==> src/rtl/flash_status_pkg.sv <==
package flash_status_pkg;

    typedef enum logic [1:0] {
        OP_NONE   = 2'b00,
        OP_PROG   = 2'b01,
        OP_SERASE = 2'b10,
        OP_CERASE = 2'b11
    } op_e;

    typedef enum logic [1:0] {
        ST_IDLE  = 2'b00,
        ST_RUN   = 2'b01,
        ST_ABORT = 2'b10,
        ST_FAIL  = 2'b11
    } st_e;

    // cycles spanned by a window of 'us' microseconds at 'hz', never below one
    function automatic int win_cycles(input int hz, input int us);
        int c;
        c = (hz / 1000000) * us;
        return (c < 1) ? 1 : c;
    endfunction

    function automatic int imax(input int a, input int b);
        return (a > b) ? a : b;
    endfunction

endpackage

==> src/rtl/flash_abort_timer.sv <==
module flash_abort_timer #(
    parameter int CW = 8
) (
    input  logic          clk,
    input  logic          rst,
    input  logic          load_i,
    input  logic [CW-1:0] load_val_i,
    input  logic          dec_i,
    output logic          zero_o
);
    logic [CW-1:0] cnt_q;

    always_ff @(posedge clk) begin
        if (rst)         cnt_q <= '0;
        else if (load_i) cnt_q <= load_val_i;
        else if (dec_i)  cnt_q <= cnt_q - 1'b1;
    end

    assign zero_o = (cnt_q == '0);
endmodule

==> src/rtl/flash_toggle_unit.sv <==
module flash_toggle_unit (
    input  logic clk,
    input  logic rst,
    input  logic clr_i,
    input  logic en_i,
    input  logic ce_n_i,
    input  logic oe_n_i,
    output logic tog_o
);
    logic rd_act, rd_q, tog_q;

    assign rd_act = ~ce_n_i & ~oe_n_i;

    always_ff @(posedge clk) begin
        if (rst) begin
            rd_q  <= 1'b0;
            tog_q <= 1'b0;
        end else begin
            rd_q <= rd_act;
            if (clr_i)                       tog_q <= 1'b0;
            else if (en_i && rd_act && !rd_q) tog_q <= ~tog_q;
        end
    end

    assign tog_o = tog_q;
endmodule

==> src/rtl/flash_status_fsm.sv <==
module flash_status_fsm
    import flash_status_pkg::*;
#(
    parameter int CW        = 8,
    parameter int PROG_WIN  = 8,
    parameter int ERASE_WIN = 8
) (
    input  logic          clk,
    input  logic          rst,
    input  logic          start_i,
    input  op_e           op_i,
    input  logic          prot_i,
    input  logic          done_i,
    input  logic          fail_i,
    input  logic          rcmd_i,
    input  logic          tmr_zero_i,
    output st_e           state_o,
    output logic          accept_o,
    output logic          tmr_load_o,
    output logic [CW-1:0] tmr_val_o,
    output logic          tmr_dec_o,
    output logic          timeout_o,
    output logic          etimer_o
);
    st_e  state_q;
    logic to_q, et_q;

    assign accept_o   = (state_q == ST_IDLE) && start_i && (op_i != OP_NONE);
    assign tmr_load_o = accept_o && prot_i;
    assign tmr_val_o  = (op_i == OP_PROG) ? CW'(PROG_WIN - 1) : CW'(ERASE_WIN - 1);
    assign tmr_dec_o  = (state_q == ST_ABORT) && !tmr_zero_i;

    always_ff @(posedge clk) begin
        if (rst) begin
            state_q <= ST_IDLE;
            to_q    <= 1'b0;
            et_q    <= 1'b0;
        end else begin
            unique case (state_q)
                ST_IDLE: begin
                    if (accept_o) begin
                        et_q    <= (op_i == OP_SERASE);
                        state_q <= prot_i ? ST_ABORT : ST_RUN;
                    end
                end
                ST_RUN: begin
                    if (rcmd_i) begin
                        state_q <= ST_IDLE;
                        et_q    <= 1'b0;
                    end else if (fail_i) begin
                        state_q <= ST_FAIL;
                        to_q    <= 1'b1;
                    end else if (done_i) begin
                        state_q <= ST_IDLE;
                        et_q    <= 1'b0;
                    end
                end
                ST_ABORT: begin
                    if (rcmd_i || tmr_zero_i) begin
                        state_q <= ST_IDLE;
                        et_q    <= 1'b0;
                    end
                end
                ST_FAIL: begin
                    if (rcmd_i) begin
                        state_q <= ST_IDLE;
                        to_q    <= 1'b0;
                        et_q    <= 1'b0;
                    end
                end
                default: state_q <= ST_IDLE;
            endcase
        end
    end

    assign state_o   = state_q;
    assign timeout_o = to_q;
    assign etimer_o  = et_q;
endmodule

==> src/rtl/flash_status_top.sv <==
module flash_status_top
    import flash_status_pkg::*;
#(
    parameter int CLK_HZ         = 50000000,
    parameter int PROG_ABORT_US  = 2,
    parameter int ERASE_ABORT_US = 100
) (
    input  logic       clk,
    input  logic       rst,
    input  logic       start_i,
    input  logic [1:0] op_i,
    input  logic       prot_i,
    input  logic       alg_done_i,
    input  logic       alg_fail_i,
    input  logic       reset_cmd_i,
    input  logic       ce_n_i,
    input  logic       oe_n_i,
    output logic       ready_o,
    output logic       toggle_o,
    output logic       timeout_o,
    output logic       etimer_o,
    output logic       status_mode_o
);
    localparam int PROG_WIN  = win_cycles(CLK_HZ, PROG_ABORT_US);
    localparam int ERASE_WIN = win_cycles(CLK_HZ, ERASE_ABORT_US);
    localparam int CW        = $clog2(imax(PROG_WIN, ERASE_WIN) + 1);

    st_e           state;
    logic          accept, tmr_load, tmr_dec, tmr_zero, active;
    logic [CW-1:0] tmr_val;

    flash_status_fsm #(
        .CW(CW), .PROG_WIN(PROG_WIN), .ERASE_WIN(ERASE_WIN)
    ) fsm_i (
        .clk(clk), .rst(rst), .start_i(start_i), .op_i(op_e'(op_i)),
        .prot_i(prot_i), .done_i(alg_done_i), .fail_i(alg_fail_i),
        .rcmd_i(reset_cmd_i), .tmr_zero_i(tmr_zero), .state_o(state),
        .accept_o(accept), .tmr_load_o(tmr_load), .tmr_val_o(tmr_val),
        .tmr_dec_o(tmr_dec), .timeout_o(timeout_o), .etimer_o(etimer_o)
    );

    flash_abort_timer #(.CW(CW)) tmr_i (
        .clk(clk), .rst(rst), .load_i(tmr_load), .load_val_i(tmr_val),
        .dec_i(tmr_dec), .zero_o(tmr_zero)
    );

    assign active = (state != ST_IDLE);

    flash_toggle_unit tog_i (
        .clk(clk), .rst(rst), .clr_i(accept), .en_i(active),
        .ce_n_i(ce_n_i), .oe_n_i(oe_n_i), .tog_o(toggle_o)
    );

    assign ready_o       = ~active;
    assign status_mode_o = active;
endmodule

==> config.mk <==
export PLATFORM = sky130hd
export DESIGN_NAME = flash_status_top
export DESIGN_NICKNAME = d
export VERILOG_FILES = /design/src/rtl/flash_status_pkg.sv /design/src/rtl/flash_abort_timer.sv /design/src/rtl/flash_toggle_unit.sv /design/src/rtl/flash_status_fsm.sv /design/src/rtl/flash_status_top.sv
export SDC_FILE = /design/constraint.sdc
export NUM_CORES = 1
export LEC_CHECK = 0
export BUFFER_PORTS_ARGS = -buffer_cell sky130_fd_sc_hd__buf_2
export CAP_MARGIN = 20
export CORE_MARGIN = 5
export CORE_UTILIZATION = 49
export CTS_BUF_LIST = sky130_fd_sc_hd__clkbuf_8 sky130_fd_sc_hd__clkbuf_16
export DETAILED_ROUTE_END_ITERATION = 12
export PLACE_DENSITY = 0.75
export SYNTH_ARGS = -nofsm -noshare
export SYNTH_HDL_FRONTEND = slang
export SYNTH_SLANG_ARGS = --single-unit
==> constraint.sdc <==
create_clock -name clk -period 2.2 [get_ports clk]
set_clock_uncertainty 0.05 [all_clocks]
set_input_delay 0.11 -clock clk [delete_from_list [all_inputs] [get_ports clk]]
set_output_delay 0.11 -clock clk [all_outputs]
set_load 0.02 [all_outputs]
=== Yosys cells after proc, flatten, opt, wreduce, memory -nomap -nowiden ===
Index checks and enable logic that the tools add are counted.

* Add/subtract/negate cells: 1
* Eq/ne operators: 13
* Mux-type cells: 21
* Bitwise operators: 5
* Reduce and logical (&&, ||, !) cells: 19

{| class="wikitable"
|+ Operator list
! operator !! count
|-
| 2-to-1 mux 13 bit || 3
|-
| 2-to-1 mux 2 bit || 7
|-
| zero test 13 bit || 1
|-
| subtractor 13 x 1 -> 13 bit (second input constant) || 1
|-
| 2-to-1 mux 1 bit || 8
|-
| inequality test 2 bit (second input constant) || 4
|-
| one-hot mux 2 bit (4 select lines) || 1
|-
| AND reduction 4 bit || 2
|-
| nonzero test 2 bit || 4
|-
| == test 2 bit (second input constant) || 3
|-
| logical AND 1 bit || 6
|-
| inequality test 3 bit (second input constant) || 2
|-
| AND reduction 5 bit || 1
|-
| == test 2 x 1 -> 1 bit (second input constant) || 2
|-
| inequality test 4 bit (second input constant) || 1
|-
| NOT 1 bit || 4
|-
| one-hot mux 1 bit (4 select lines) || 1
|-
| zero test 1 bit || 2
|-
| zero test 2 bit || 1
|-
| inequality test 2 x 1 -> 1 bit (second input constant) || 1
|-
| one-hot mux 1 bit (2 select lines) || 1
|-
| OR reduction 2 bit || 1
|-
| bitwise AND 1 bit || 1
|-
| logical OR 1 bit || 1
|}

* Register bits after elaboration: 19
* Input port bits: 11
* Output and inout bits: 5

=== Longest topological paths before layout ===
* Word-level depth: 5
* Depth in mapped cells: 6

=== Modules after synthesis ===
From an unflattened synthesis, not the netlist that was laid out.

* Cell total of the unflattened synthesis: 147
* Area total of the unflattened synthesis: 1247.4 sq um

{| class="wikitable"
|+ By module, submodules not included
! module !! instances !! cells each !! area an instance (sq um) !! seq. area each (sq um)
|-
| flash_abort_timer || 1 || 91 || 769.5 || 260.2
|-
| flash_status_fsm || 1 || 47 || 384.1 || 80.1
|-
| flash_toggle_unit || 1 || 7 || 83.8 || 40.0
|-
| flash_status_top || 1 || 2 || 10.0 || 0.0
|}

=== Worst setup path before layout ===
OpenSTA, ideal clock, no wires.

* Path kind: reg-to-reg
* From: register tmr_i.cnt_q[0]
* To: register tmr_i.cnt_q[8]
* Library setup time: 95 ps
* Data arrival time: 1559 ps
* Required time: 2055 ps
* Path slack: 496 ps
* Stages on the path, launching flop included: 7
* Cells stage by stage: dfxtp_1 inv_1 ha_1 or3b_4 o31ai_2 o311ai_1 a221oi_1

* Word-level cells in the longest chain between the ends: 4
* Elaborated cells between the ends (all ways): 7
* Those cells by class: add/sub (1); mux (2); reduce/logical (4)

{| class="wikitable"
|+ Ends and longest elaborated chain
! what !! line !! source
|-
| from (decl) || flash_abort_timer.sv:11 || <nowiki>logic [CW-1:0] cnt_q;</nowiki>
|-
| from (signal assigned) || flash_abort_timer.sv:15 || <nowiki>else if (load_i) cnt_q <= load_val_i;</nowiki>
|-
| from (signal assigned) || flash_abort_timer.sv:16 || <nowiki>else if (dec_i) cnt_q <= cnt_q - 1'b1;</nowiki>
|-
| parallel branches: the longest is 4 deep, another holds subtractor 13 x 1 -> 13 bit || n/a ||
|}

Parallel ways; which one is timed is not known. The select of a mux whose other input is x is not followed.
A chain may end at the register's enable or synchronous reset.

=== Worst setup path after layout ===
Ends and elaborated chain as after synthesis.

==> impl_results.md <==
* Fmax at 512 MHz
* Post-synth EDFFs at 0
* CORE AREA at 0.00241 mm^2
* Final hold vios at 0
* Mux cell area share after synthesis at 1.66%
* Routed len/inst at 16.1 um
* Nets at 172
* Post-route insts no fill at 188
* #FFs+latches synth at 19
* Setup-failing EPs final at 0
* Final WS setup at 249 ps
* GRT Total Usage at 19.5%
* Pwr dens at 986 mW/mm^2
* Via count at 1157
* Vias per cell at 6.15
* Initial antenna violation count at 0
* Reg2reg start: tmr_i.cnt_q[0]
* Min-Delay Startpoint: prot_i
* CP required at 2320 ps
* Initial core utilization at 49.9%
* Fillers at 219
* Final WL at 3030 um
* Post-route cell area at 0.00136 mm^2
* Layout cells sized above 1 at 23.4%
* Sink Count at 19
* Yosys top cell by area: dfxtp_1
* I/O pin count at 16
* Syn-to-layout area delta at 13.0%
* Nature of the critical path endpoint: register
* Pin count of the biggest net entering global routing at 15
* CTS buffer count at 3
* Met3 Wirelength at 102 um
* Synth Area in Adders at 2.08%
* Post-CTS setup buffer count at 0
* Multi-input logic area at 764 um^2
* CP max FO at 4
* Drt first pass iters at 4
* CP Launch Type: register
* GRT Residual Overflow at 0
* Maxcap violations at 0
* Post-DP HPWL at 2270 um
* Compound-cell area share of the yosys netlist at 24.5%
* Ant diodes at 0
* RSZ-0062 raised after global routing: no
* Ys Warns at 0
* First-pass GRT wire length at 5210 um
* Worst Tran Pin Value at 596 ps
* Vias in the first global route at 1168
* Yosys top cell area share at 31.6%
* Tcrit/Tclk final at 88.7%
* Peak VDD IR at 0.636 mV
* Die area at 0.00355 mm^2
* Min Tclk post-route at 1950 ps
* Status: completed
* CTS tree: done
* CP arrival at 2070 ps
* Area occupied by registers at 380 um^2
* Average size of a mapped cell at 8.60 um^2
* Post-synthesis simple-gate area fraction at 34.8%
* H-tree depth at 1
* Xor and xnor fraction of the mapped netlist area at 0%
* # DRC at 0
* Leak pwr at 0.000526 uW
* Die Y-Extent at 59.6 um
* Synth Flop Type: dfxtp_1
* Synth top area cells: dfxtp_1 (32%), nor3_1 (4.2%), nor2_1 (4.1%), a21oi_1 (2.9%), nand3_1 (2.9%)
* Worst slack at placement at 237 ps
* Worst Path Class, Setup: reg -> reg
* Synth Cell Area at 0.00120 mm^2
* Final max-slew violation count at 0
* Row count at 18
* Fin Setup TNS at 0 ps
* Port bufs at 15
* CP startpoint: tmr_i.cnt_q[0]
* Post-synthesis cell type count at 53
* Routed met1 length at 1420 um
* Register area share after synthesis at 31.6%
* Relative slew slack at 60.3%
* Initial detailed-routing violation count at 30
* Placed Area at 0.00129 mm^2
* WL met2 at 1420 um
* HP Class: in -> reg
* Fin util at 56.4%
* Root buf cell: clkbuf_8
* Maximum buffer depth of the clock tree at 2
* DR top layer: met4
* Largest family of logic cells by synthesized area: simple AND/OR/NAND/NOR gates
* Clk slew on worst S/H paths at 80 ps
* Die W at 59.6 um
* GPL Wtd Cong at 0.916
* Later-pin clock latency in the skew report at 260 ps
* Cells after Synth at 140
* Post-Place Cells at 182
* Post-route ant nets at 0
* Syn Nets at 153
* Synth async-reset ratio at 0%
## cell usage in the layout (no fill, tap or decap), types with 2 or more instances in the layout
cell and count:
a21oi_1 7, nor3_1 10, o31ai_1 2, ha_1 2, clkbuf_8 3, o21ai_0 2
nor2_1 13, dlygate4sd3_1 2, o21a_1 2, nand2b_1 4, inv_1 7, or3_1 2
a31oi_1 3, o311a_1 2, mux2i_1 2, a21boi_1 2, dfxtp_1 19, nor4b_2 2
nand3_1 7, buf_2 15, a211oi_1 4, nand2_1 8, nand4_1 4
## report_power, final
part           internal (uW)  total [uW]  switching, uW
sequential               395         468           73.4
combinational            252         613            361
clock                    128         260            132
## state kept, by name, indices dropped and copies added (netlist names)
signal,flops
fsm_i.timeout_o,1
fsm_i.state_o,2
tmr_i.cnt_q,13
fsm_i.etimer_o,1
tog_i.rd_q,1
tog_i.tog_o,1
## final cells by class
type,count,share of cell area (%)
Clock inverter,1,0.552
Inverter,7,1.93
Sequential cell,19,28.0
Clock buffer,3,3.04
Timing Repair Buffer,18,7.54
Multi-Input combinational cell,110,56.2
Tap cell,30,2.76
## cells by family (layout without fill, tap and decap cells)
logic type	after synthesis	after routing
simple gates	68	68
compound gates	38	38
flops	19	19
buf+inv	11	29
fa+ha+maj	2	2
mux	2	2
## synth_stat cells (all sizes together) (2+ instances only)
library cell  count
o21ai             2
o311a             2
nor3b             3
and3              2
o31a              2
or3               2
a31oi             3
nor3             11
a21oi             8
nand4             5
o311ai            2
dfxtp            19
nand2b            4
buf               4
nor4b             3
a21boi            2
ha                2
a211oi            4
o21a              2
o31ai             3
mux2i             2
nand2             8
nand3             7
inv               7
nor2             14
## metrics by stage
stage                     power [uW]  hold slack (ps)
after floorplan                  924              131
after global placement          1050              235
after detailed placement        1070              244
after CTS                       1330             86.7
after global routing            1430              144
final                           1340             81.3
## what timing repair did
action                                 4_1_cts  5_1_grt
setup endpoints to repair                    0        1
hold buffers                                 2        0
resized for setup                            0        1
endpoints found under the hold margin        1        0
## routing by layer
layer | global-route usage, % | vias up
met5 | 0 | -
met1 | 25.2 | 547
li1 | - | 576
met3 | 3.27 | 8
met2 | 31.0 | 26
met4 | 10.1 | 0
## final timing paths
kind / to / cells past startpoint / slack [ps]
worst max-delay path: tmr_i.cnt_q[8] / 6 / 250
worst min-delay path: fsm_i.state_o[0] / 4 / 80
worst max register to register: tmr_i.cnt_q[8] / 6 / 250
worst min register to register: tmr_i.cnt_q[11] / 2 / 450
## critical path, cell delays in order, from the launching register on
cell and delay, ps:
dfxtp_1 330, inv_1 110, ha_1 230, or3b_4 440, o31ai_2 230, o311ai_1 150
a221oi_1 320
No activity file was read; power rests on OpenSTA's default activity.
